[src/rtl/trailerPkg.sv]
package trailerPkg;
  localparam int TRAIL_LEN = 8;
  localparam int IDX_W = $clog2(TRAIL_LEN);

  typedef struct packed {
    logic             wrEn;
    logic             rdEn;
    logic             selTrailer;
    logic [IDX_W-1:0] trailIdx;
    logic             latchFields;
  } ctrlStrb_t;
endpackage

[src/rtl/trailerDatapath.sv]
module trailerDatapath
  import trailerPkg::*;
#(
  parameter int DEPTH = 8,
  parameter int DW = 8
) (
  input  logic          clk,
  input  logic          rstN,
  input  ctrlStrb_t     strb,
  input  logic [DW-1:0] inByte,
  input  logic [DW-1:0] uuByte,
  input  logic [15:0]   totalLen,
  output logic          fifoEmpty,
  output logic          outValid,
  output logic [DW-1:0] outByte
);
  localparam int PTR_W = $clog2(DEPTH);
  localparam int CNT_W = PTR_W + 1;
  localparam logic [DW-1:0] CPI_VAL = '0;

  logic [DW-1:0]  mem [DEPTH];
  logic [PTR_W-1:0] wrPtr, rdPtr;
  logic [CNT_W-1:0] count;
  logic [DW-1:0]  uuReg;
  logic [15:0]    lenReg;
  logic [DW-1:0]  trailArr [TRAIL_LEN];
  logic [DW-1:0]  trailByte;

  assign fifoEmpty = (count == '0);

  always_ff @(posedge clk) begin
    if (strb.wrEn) mem[wrPtr] <= inByte;
  end

  always_ff @(posedge clk) begin
    if (!rstN) begin
      wrPtr <= '0;
      rdPtr <= '0;
      count <= '0;
    end else begin
      if (strb.wrEn) wrPtr <= (wrPtr == PTR_W'(DEPTH - 1)) ? '0 : wrPtr + 1'b1;
      if (strb.rdEn) rdPtr <= (rdPtr == PTR_W'(DEPTH - 1)) ? '0 : rdPtr + 1'b1;
      count <= count + CNT_W'(strb.wrEn) - CNT_W'(strb.rdEn);
    end
  end

  always_ff @(posedge clk) begin
    if (!rstN) begin
      uuReg  <= '0;
      lenReg <= '0;
    end else if (strb.latchFields) begin
      uuReg  <= uuByte;
      lenReg <= totalLen;
    end
  end

  always_comb begin
    for (int i = 0; i < TRAIL_LEN; i++) trailArr[i] = '0;
    trailArr[0] = uuReg;
    trailArr[1] = CPI_VAL;
    trailArr[2] = lenReg[15:8];
    trailArr[3] = lenReg[7:0];
    trailByte = trailArr[strb.trailIdx];
  end

  always_ff @(posedge clk) begin
    if (!rstN) begin
      outValid <= 1'b0;
      outByte  <= '0;
    end else if (strb.rdEn) begin
      outValid <= 1'b1;
      outByte  <= mem[rdPtr];
    end else if (strb.selTrailer) begin
      outValid <= 1'b1;
      outByte  <= trailByte;
    end else begin
      outValid <= 1'b0;
    end
  end

  AST_NO_OVERFLOW: assert property (@(posedge clk) disable iff (!rstN)
    (strb.wrEn && !strb.rdEn) |-> (count < CNT_W'(DEPTH)));
  AST_NO_UNDERFLOW: assert property (@(posedge clk) disable iff (!rstN)
    strb.rdEn |-> (count != '0));
  AST_TRAIL_DRAINED: assert property (@(posedge clk) disable iff (!rstN)
    strb.selTrailer |-> (count == '0 && !strb.rdEn));
endmodule

[src/rtl/trailerControl.sv]
module trailerControl
  import trailerPkg::*;
(
  input  logic      clk,
  input  logic      rstN,
  input  logic      inValid,
  input  logic      eopIn,
  input  logic      fifoEmpty,
  output ctrlStrb_t strb,
  output logic      doneTrailer
);
  typedef enum logic [1:0] {ACCEPT, DRAIN, TRAIL} state_t;
  localparam logic [IDX_W-1:0] LAST_IDX = IDX_W'(TRAIL_LEN - 1);

  state_t state;
  logic [IDX_W-1:0] idx;

  always_comb begin
    strb.wrEn        = (state == ACCEPT) && inValid;
    strb.rdEn        = !fifoEmpty;
    strb.selTrailer  = ((state == DRAIN) && fifoEmpty) || (state == TRAIL);
    strb.trailIdx    = (state == TRAIL) ? idx : '0;
    strb.latchFields = (state == ACCEPT) && eopIn;
  end

  always_ff @(posedge clk) begin
    if (!rstN) begin
      state       <= ACCEPT;
      idx         <= '0;
      doneTrailer <= 1'b0;
    end else begin
      doneTrailer <= 1'b0;
      case (state)
        ACCEPT: if (eopIn) state <= DRAIN;
        DRAIN: if (fifoEmpty) begin
          state <= TRAIL;
          idx   <= IDX_W'(1);
        end
        TRAIL: begin
          idx <= idx + 1'b1;
          if (idx == LAST_IDX) begin
            state       <= ACCEPT;
            idx         <= '0;
            doneTrailer <= 1'b1;
          end
        end
        default: state <= ACCEPT;
      endcase
    end
  end

  AST_DONE_PULSE: assert property (@(posedge clk) disable iff (!rstN)
    doneTrailer |=> !doneTrailer);
  AST_DONE_REOPENS: assert property (@(posedge clk) disable iff (!rstN)
    doneTrailer |-> (state == ACCEPT));
endmodule

[src/rtl/trailerAppender.sv]
module trailerAppender
  import trailerPkg::*;
#(
  parameter int DEPTH = 8
) (
  input  logic        clk,
  input  logic        rstN,
  input  logic        inValid,
  input  logic [7:0]  inByte,
  input  logic        eopIn,
  input  logic [7:0]  uuByte,
  input  logic [15:0] totalLen,
  output logic        outValid,
  output logic [7:0]  outByte,
  output logic        doneTrailer
);
  ctrlStrb_t strb;
  logic fifoEmpty;

  trailerControl uCtrl (
    .clk(clk), .rstN(rstN), .inValid(inValid), .eopIn(eopIn),
    .fifoEmpty(fifoEmpty), .strb(strb), .doneTrailer(doneTrailer)
  );

  trailerDatapath #(.DEPTH(DEPTH), .DW(8)) uPath (
    .clk(clk), .rstN(rstN), .strb(strb), .inByte(inByte),
    .uuByte(uuByte), .totalLen(totalLen), .fifoEmpty(fifoEmpty),
    .outValid(outValid), .outByte(outByte)
  );

  AST_DONE_WITH_VALID: assert property (@(posedge clk) disable iff (!rstN)
    doneTrailer |-> outValid);
endmodule

[config.mk]
export PLATFORM = sky130hd
export DESIGN_NAME = trailerAppender
export DESIGN_NICKNAME = d
export VERILOG_FILES = /design/src/rtl/trailerPkg.sv /design/src/rtl/trailerDatapath.sv /design/src/rtl/trailerControl.sv /design/src/rtl/trailerAppender.sv
export SDC_FILE = /design/constraint.sdc
export NUM_CORES = 1
export LEC_CHECK = 0
export ABC_AREA = 1
export BUFFER_PORTS_ARGS = -buffer_cell sky130_fd_sc_hd__buf_2
export CORE_MARGIN = 2
export CORE_UTILIZATION = 50
export CTS_BUF_LIST = sky130_fd_sc_hd__clkbuf_4
export CTS_CLUSTER_SIZE = 8
export DETAILED_ROUTE_END_ITERATION = 8
export PLACE_DENSITY = 0.69
export RECOVER_POWER = 50
export REMOVE_ABC_BUFFERS = 1
export SYNTH_ARGS = -nofsm -noshare
export SYNTH_HDL_FRONTEND = slang
export SYNTH_SLANG_ARGS = --single-unit
[constraint.sdc]
create_clock -name clk -period 2.5 [get_ports clk]
set_input_delay 0.625 -clock clk [delete_from_list [all_inputs] [get_ports clk]]
set_output_delay 0.625 -clock clk [all_outputs]
set_load 0.05 [all_outputs]
Word level (Yosys, flattened, before mapping) --
Memory sizes are Yosys's and may differ from the RTL's. A register that Yosys moved wholly into a read port is not among the register bits. Index checks and enable logic that the tools add are counted.
Storage, ports and cells: memories kept 1, register bits 49, output and inout bits 10, RAM bits 64, logic and storage cells 60
Operators by class: bitwise logic cells 1, order comparisons 1, add/subtract/negate cells 5, reductions and logical operators 11, mux-type cells 22, equality and inequality tests 9
Memories:
- uPath.mem | depth 8, width 8, rd ports 1, clocked after memory_dff 1, wr ports 1, line trailerDatapath.sv:21 | logic [DW-1:0] mem [DEPTH];
Operators by type and width (count):
- 8-bit 2-to-1 mux | 4
- 8-bit binary-select mux with 3-bit select | 1
- 3-bit 2-to-1 mux | 7
- 3-bit by 1-bit adder with 3-bit output (second input constant) | 3
- 3-bit equality test (second input constant) | 3
- 2-bit 2-to-1 mux | 3
- 2-bit inequality test (second input constant) | 3
- 2-bit one-hot mux with 3 select lines | 1
- 3-bit one-hot mux with 2 select lines | 1
- 1-bit 2-to-1 mux | 5
- 4-bit by 1-bit adder with 4-bit output | 1
- 4-bit >= comparator (second input constant) | 1
- 4-bit zero test | 1
- 3-bit inverter with 4-bit output | 1
- 2-bit AND reduction | 2
- 4-bit by 1-bit subtractor with 4-bit output | 1
- 1-bit logical AND | 3
- 3-bit AND reduction | 1
- 2-bit by 1-bit equality test with 1-bit output (second input constant) | 1
- 2-bit equality test (second input constant) | 1
- 2-bit zero test | 1
- 2-bit by 1-bit inequality test with 1-bit output (second input constant) | 1
- 2-bit nonzero test | 1
- 1-bit zero test | 1
- 1-bit logical OR | 1

Logic depth before layout (Yosys ltp) --
word-level depth 8, mapped depth 11, mapped depth without buffers 10

Cells and area by module --
From an unflattened synthesis, not the netlist that was laid out.
Second synthesis, totals: cells, all modules 574, area total of the unflattened synthesis 5124.9 sq um
By module, submodules not included:
- trailerDatapath | instances 1, cells each 532, area an instance 4818.4 sq um
- trailerControl | instances 1, cells each 42, area an instance 306.5 sq um

Least setup slack after synthesis --
No wires, ideal clock.
kind register to register, start register uPath.count[2], end register uPath.count[2], setup time 0.117 ns, buffers on the path 1, path slack 0.522 ns, stages on the path, launching flop included 11, data required time 2.383 ns, data arrival time 1.861 ns, clock period less this slack 1.978 ns, cells stage by stage dfxtp_1 > inv_1 > ha_1 > nand3_2 > buf_2 > ha_1 > inv_1 > ha_1 > fa_1 > xnor2_1 > nor2_1
RTL lines:
- from (decl) | line trailerDatapath.sv:23 | logic [CNT_W-1:0] count;
- from (signal assigned) | line trailerDatapath.sv:43 | count <= count + CNT_W'(strb.wrEn) - CNT_W'(strb.rdEn);

Final worst setup path --
start register uCtrl.state[1], end register uPath.uuReg[4]
On the way: longest elaborated chain between the ends 2
Ends and longest elaborated chain:
- from (decl) | line trailerControl.sv:15 | state_t state;
- from (signal assigned) | line trailerControl.sv:28 | state <= ACCEPT;
- from (signal assigned) | line trailerControl.sv:34 | ACCEPT: if (eopIn) state <= DRAIN;
- from (signal assigned) | line trailerControl.sv:36 | state <= TRAIL;
- 2-bit zero test | line trailerControl.sv:23 | strb.latchFields = (state == ACCEPT) && eopIn;
- 1-bit logical AND | line trailerControl.sv:23
- to (signal assigned) | line trailerDatapath.sv:52 | uuReg <= uuByte;
- to (decl) | line trailerDatapath.sv:24 | logic [DW-1:0] uuReg;
Every way passes these cells. A chain may end at the register's enable or synchronous reset.

==> flow_metrics.tcl <==
set metrics [dict create \
    cp.required_ps 2960 \
    grt_pass1_wl_mm 17.0 \
    timing.final.crit_period_ps 1970 \
    ys_seq_area_share_pct 58.9 \
    cts.clk_slew.worst_paths_ps 100 \
    slew_headroom_pct 51.0 \
    rows 36 \
    postCtsSetupRepairBufs 0 \
    critPathTopFamily "simple AND/OR/NAND/NOR gates" \
    cts_sinks 116 \
    worstMarginPinSlew_ps 735 \
    grt_max_degree 33 \
    gr-total-overflow 0 \
    rsz0062_at_grt "false" \
    io_buffers 45 \
    grt.total_usage_pct 20.2 \
    critPathMaxFanout 26 \
    critPathMaxStageDelay_ps 720 \
    leakagePower_nw 2.57 \
    comb_power_share_pct 33.2 \
    netlist_instances 567 \
    core_um2 9770 \
    min_path_type "input pin to register" \
    timing.final.ws_setup_ps 526 \
    io_pins 46 \
    hpwl_mm 6.88 \
    cts_buffer_depth 2 \
    cts_buffers 17 \
    vias 3753 \
    power_density_nw_per_um2 986 \
    ant_nets 0 \
    cts_resized 0 \
    pre_cts_slack_ps 593 \
    antenna_cells 0 \
    slew_violations 0 \
    r2r_end "uPath.uuReg[4]" \
    p_clk_share_pct 23.1 \
    layout_commonest_cell "nand2_1" \
    outcome "complete, no violations" \
    setup_viol_count_final 0 \
    die_y_um 104 \
    multiInputGateArea_um2 1620 \
    power.switching_w 0.00207 \
    via_per_inst 4.91 \
    postLayoutCoreUtil_pct 57.4 \
    antenna_found_initial 0 \
    power_frac_seq_pct 43.7 \
    irDropWorstVdd_mv 0.590 \
    fin_nets 667 \
    syn_area_um2 5030 \
    design_power_total_w 0.00553 \
    wl_per_cell_um 13.4 \
    crit_arrival_ps 2430 \
    regToRegStartpoint "uCtrl.state[1]" \
    syn_avg_cell_area_um2 8.86 \
    insertion_delay_ps 510 \
    worstRegToRegCells 5 \
    die_width_um 104 \
    routed_wl_mm 10.2 \
    timing.fmax_mhz 507 \
    timing_worst_setup_path_type "register to register" \
    place_congestion 0.835 \
    drtIter0Drc 256 \
    yosys_register_bits 116 \
    fin_skew_ps 11.6 \
    mostFrequentLayoutCells "131 x nand2_1, 71 x inv_1, 71 x nor2_1" \
    drc 0 \
    yosysUniqueCellTypes 27 \
    drive_above_1_share_pct 14.1 \
    tns_ps 0 \
    whs_endpoint "uPath.lenReg[14]" \
    critical_path.slowest_cell "inv_1" \
    crit_buf_inv 1 \
    drv_cap 0 \
    htreeDepth 4 \
    yosys_warnings 0 \
    synth_largest_area_cell "edfxtp_1" \
    hp-start "totalLen[14]" \
    start_kind "register" \
    final-hold-violation-count 0 \
    root_buffer "clkbuf_4" \
    final.period_utilization_pct 79.0 \
    die-area_um2 10900 \
    hold_depth 3 \
    area_growth_syn_to_layout_pct 11.7 \
    ys_top_cells_by_area "edfxtp_1 38%, dfxtp_1 21%, nand2_1 9.7%" \
    cp_cell_sequence "nor2_1 > nand2_1 > inv_1 > nor2_1 > nor2_1" \
    swShare_pct 37.5 \
    final.fill_count 907 \
    power.internal_w 0.00346 \
    firstDrtPassIters 5 \
    regArea_um2 2960 \
    synth_top_area_share_pct 38.2 \
    start_util_pct 51.4 \
    grt_pass1_vias 3652 \
    cts_tree "built" \
    regToRegSetupSlack_ps 530 \
    cp_common_cell "nor2_1" \
    cts_hold_buf 0 \
    worstSetupEndpointType "register" \
]
## sequential cells by signal (all words and copies together) (netlist names), named ones only
register	cells
uCtrl.doneTrailer	1
uCtrl.idx	3
uCtrl.state	2
uPath.uuReg	8
uPath.outValid	1
uPath.wrPtr	3
uPath.lenReg	16
uPath.outByte	8
uPath.mem	64
uPath.rdPtr	3
uPath.count	4
## cells by family (layout without fill, tap and decap cells)
logic type      Yosys count  count (layout)  share of synthesized area (%)
buf+inv                 102             167                           8.61
xor+xnor                  1               1                          0.174
flops                   116             116                           58.9
fa+ha+maj                12              12                           3.14
simple gates            278             278                           23.2
compound gates           58              58                           5.95
## worst register-to-register path, cell delays in order, from the launching register on
cell,delay (ps)
dfxtp_1,360
nor2_1,180
nand2_1,410
inv_1,730
nor2_1,120
nor2_1,130
## metrics by stage
| stage | hold slack (ps) | area, um^2 | cells |
|---|---|---|---|
| 2_1_floorplan | 449 | 4890 | 543 |
| 3_3_place_gp | 464 | 5370 | 733 |
| 3_5_place_dp | 469 | 5370 | 733 |
| 4_1_cts | 312 | 5640 | 765 |
| 5_1_grt | 312 | 5610 | 765 |
| 6_report | 357 | 5610 | 765 |
## worst max-delay path by stage
| stage | start | endpoint | slack (ps) | cells past startpoint |
|---|---|---|---|---|
| after floorplan | uPath.count[2] | uPath.count[2] | 560 | 9 |
| after global placement | inValid | uPath.count[2] | 660 | 7 |
| after detailed placement | inValid | uPath.count[2] | 590 | 7 |
| after CTS | uPath.count[2] | uPath.count[2] | 620 | 9 |
| after global routing | uCtrl.state[1] | uPath.lenReg[2] | 270 | 5 |
| final | uCtrl.state[1] | uPath.uuReg[4] | 530 | 5 |
## layout make-up
class / count / share of cell area [%]
Clock buffer: 20 / 2.68
Clock inverter: 12 / 2.03
Inverter: 78 / 5.31
Multi-Input combinational cell: 349 / 28.9
Sequential cell: 116 / 52.8
Tap cell: 133 / 2.97
Timing Repair Buffer: 57 / 5.31
## per-layer routing
layer  track usage [%]  routed length (um)  share of wire (%)
met1              25.5                4690                 46
met2              33.1                4990                 49
met3              7.08                 421                4.1
met4              5.60                 120                1.2
met5                 0                   0                  0
## power groups by stage
stage                     registers [W]  clock network, W  logic (W)
after floorplan                 0.00266                 0    0.00109
after global placement          0.00245                 0    0.00179
after detailed placement        0.00246                 0    0.00185
after CTS                       0.00242           0.00130    0.00186
after global routing            0.00245           0.00139    0.00211
final                           0.00242           0.00128    0.00184
## Yosys cell counts (all sizes together)
cell / instances
nor2: 75
ha: 11
and3: 1
nand3: 68
o21ai: 47
o211a: 1
o2111ai: 1
inv: 78
nand2: 133
dfxtp: 52
xnor2: 1
a21oi: 9
fa: 1
buf: 18
edfxtp: 64
nor3: 1
clkbuf: 6
Note: power is estimated with default switching activity, not from simulation.
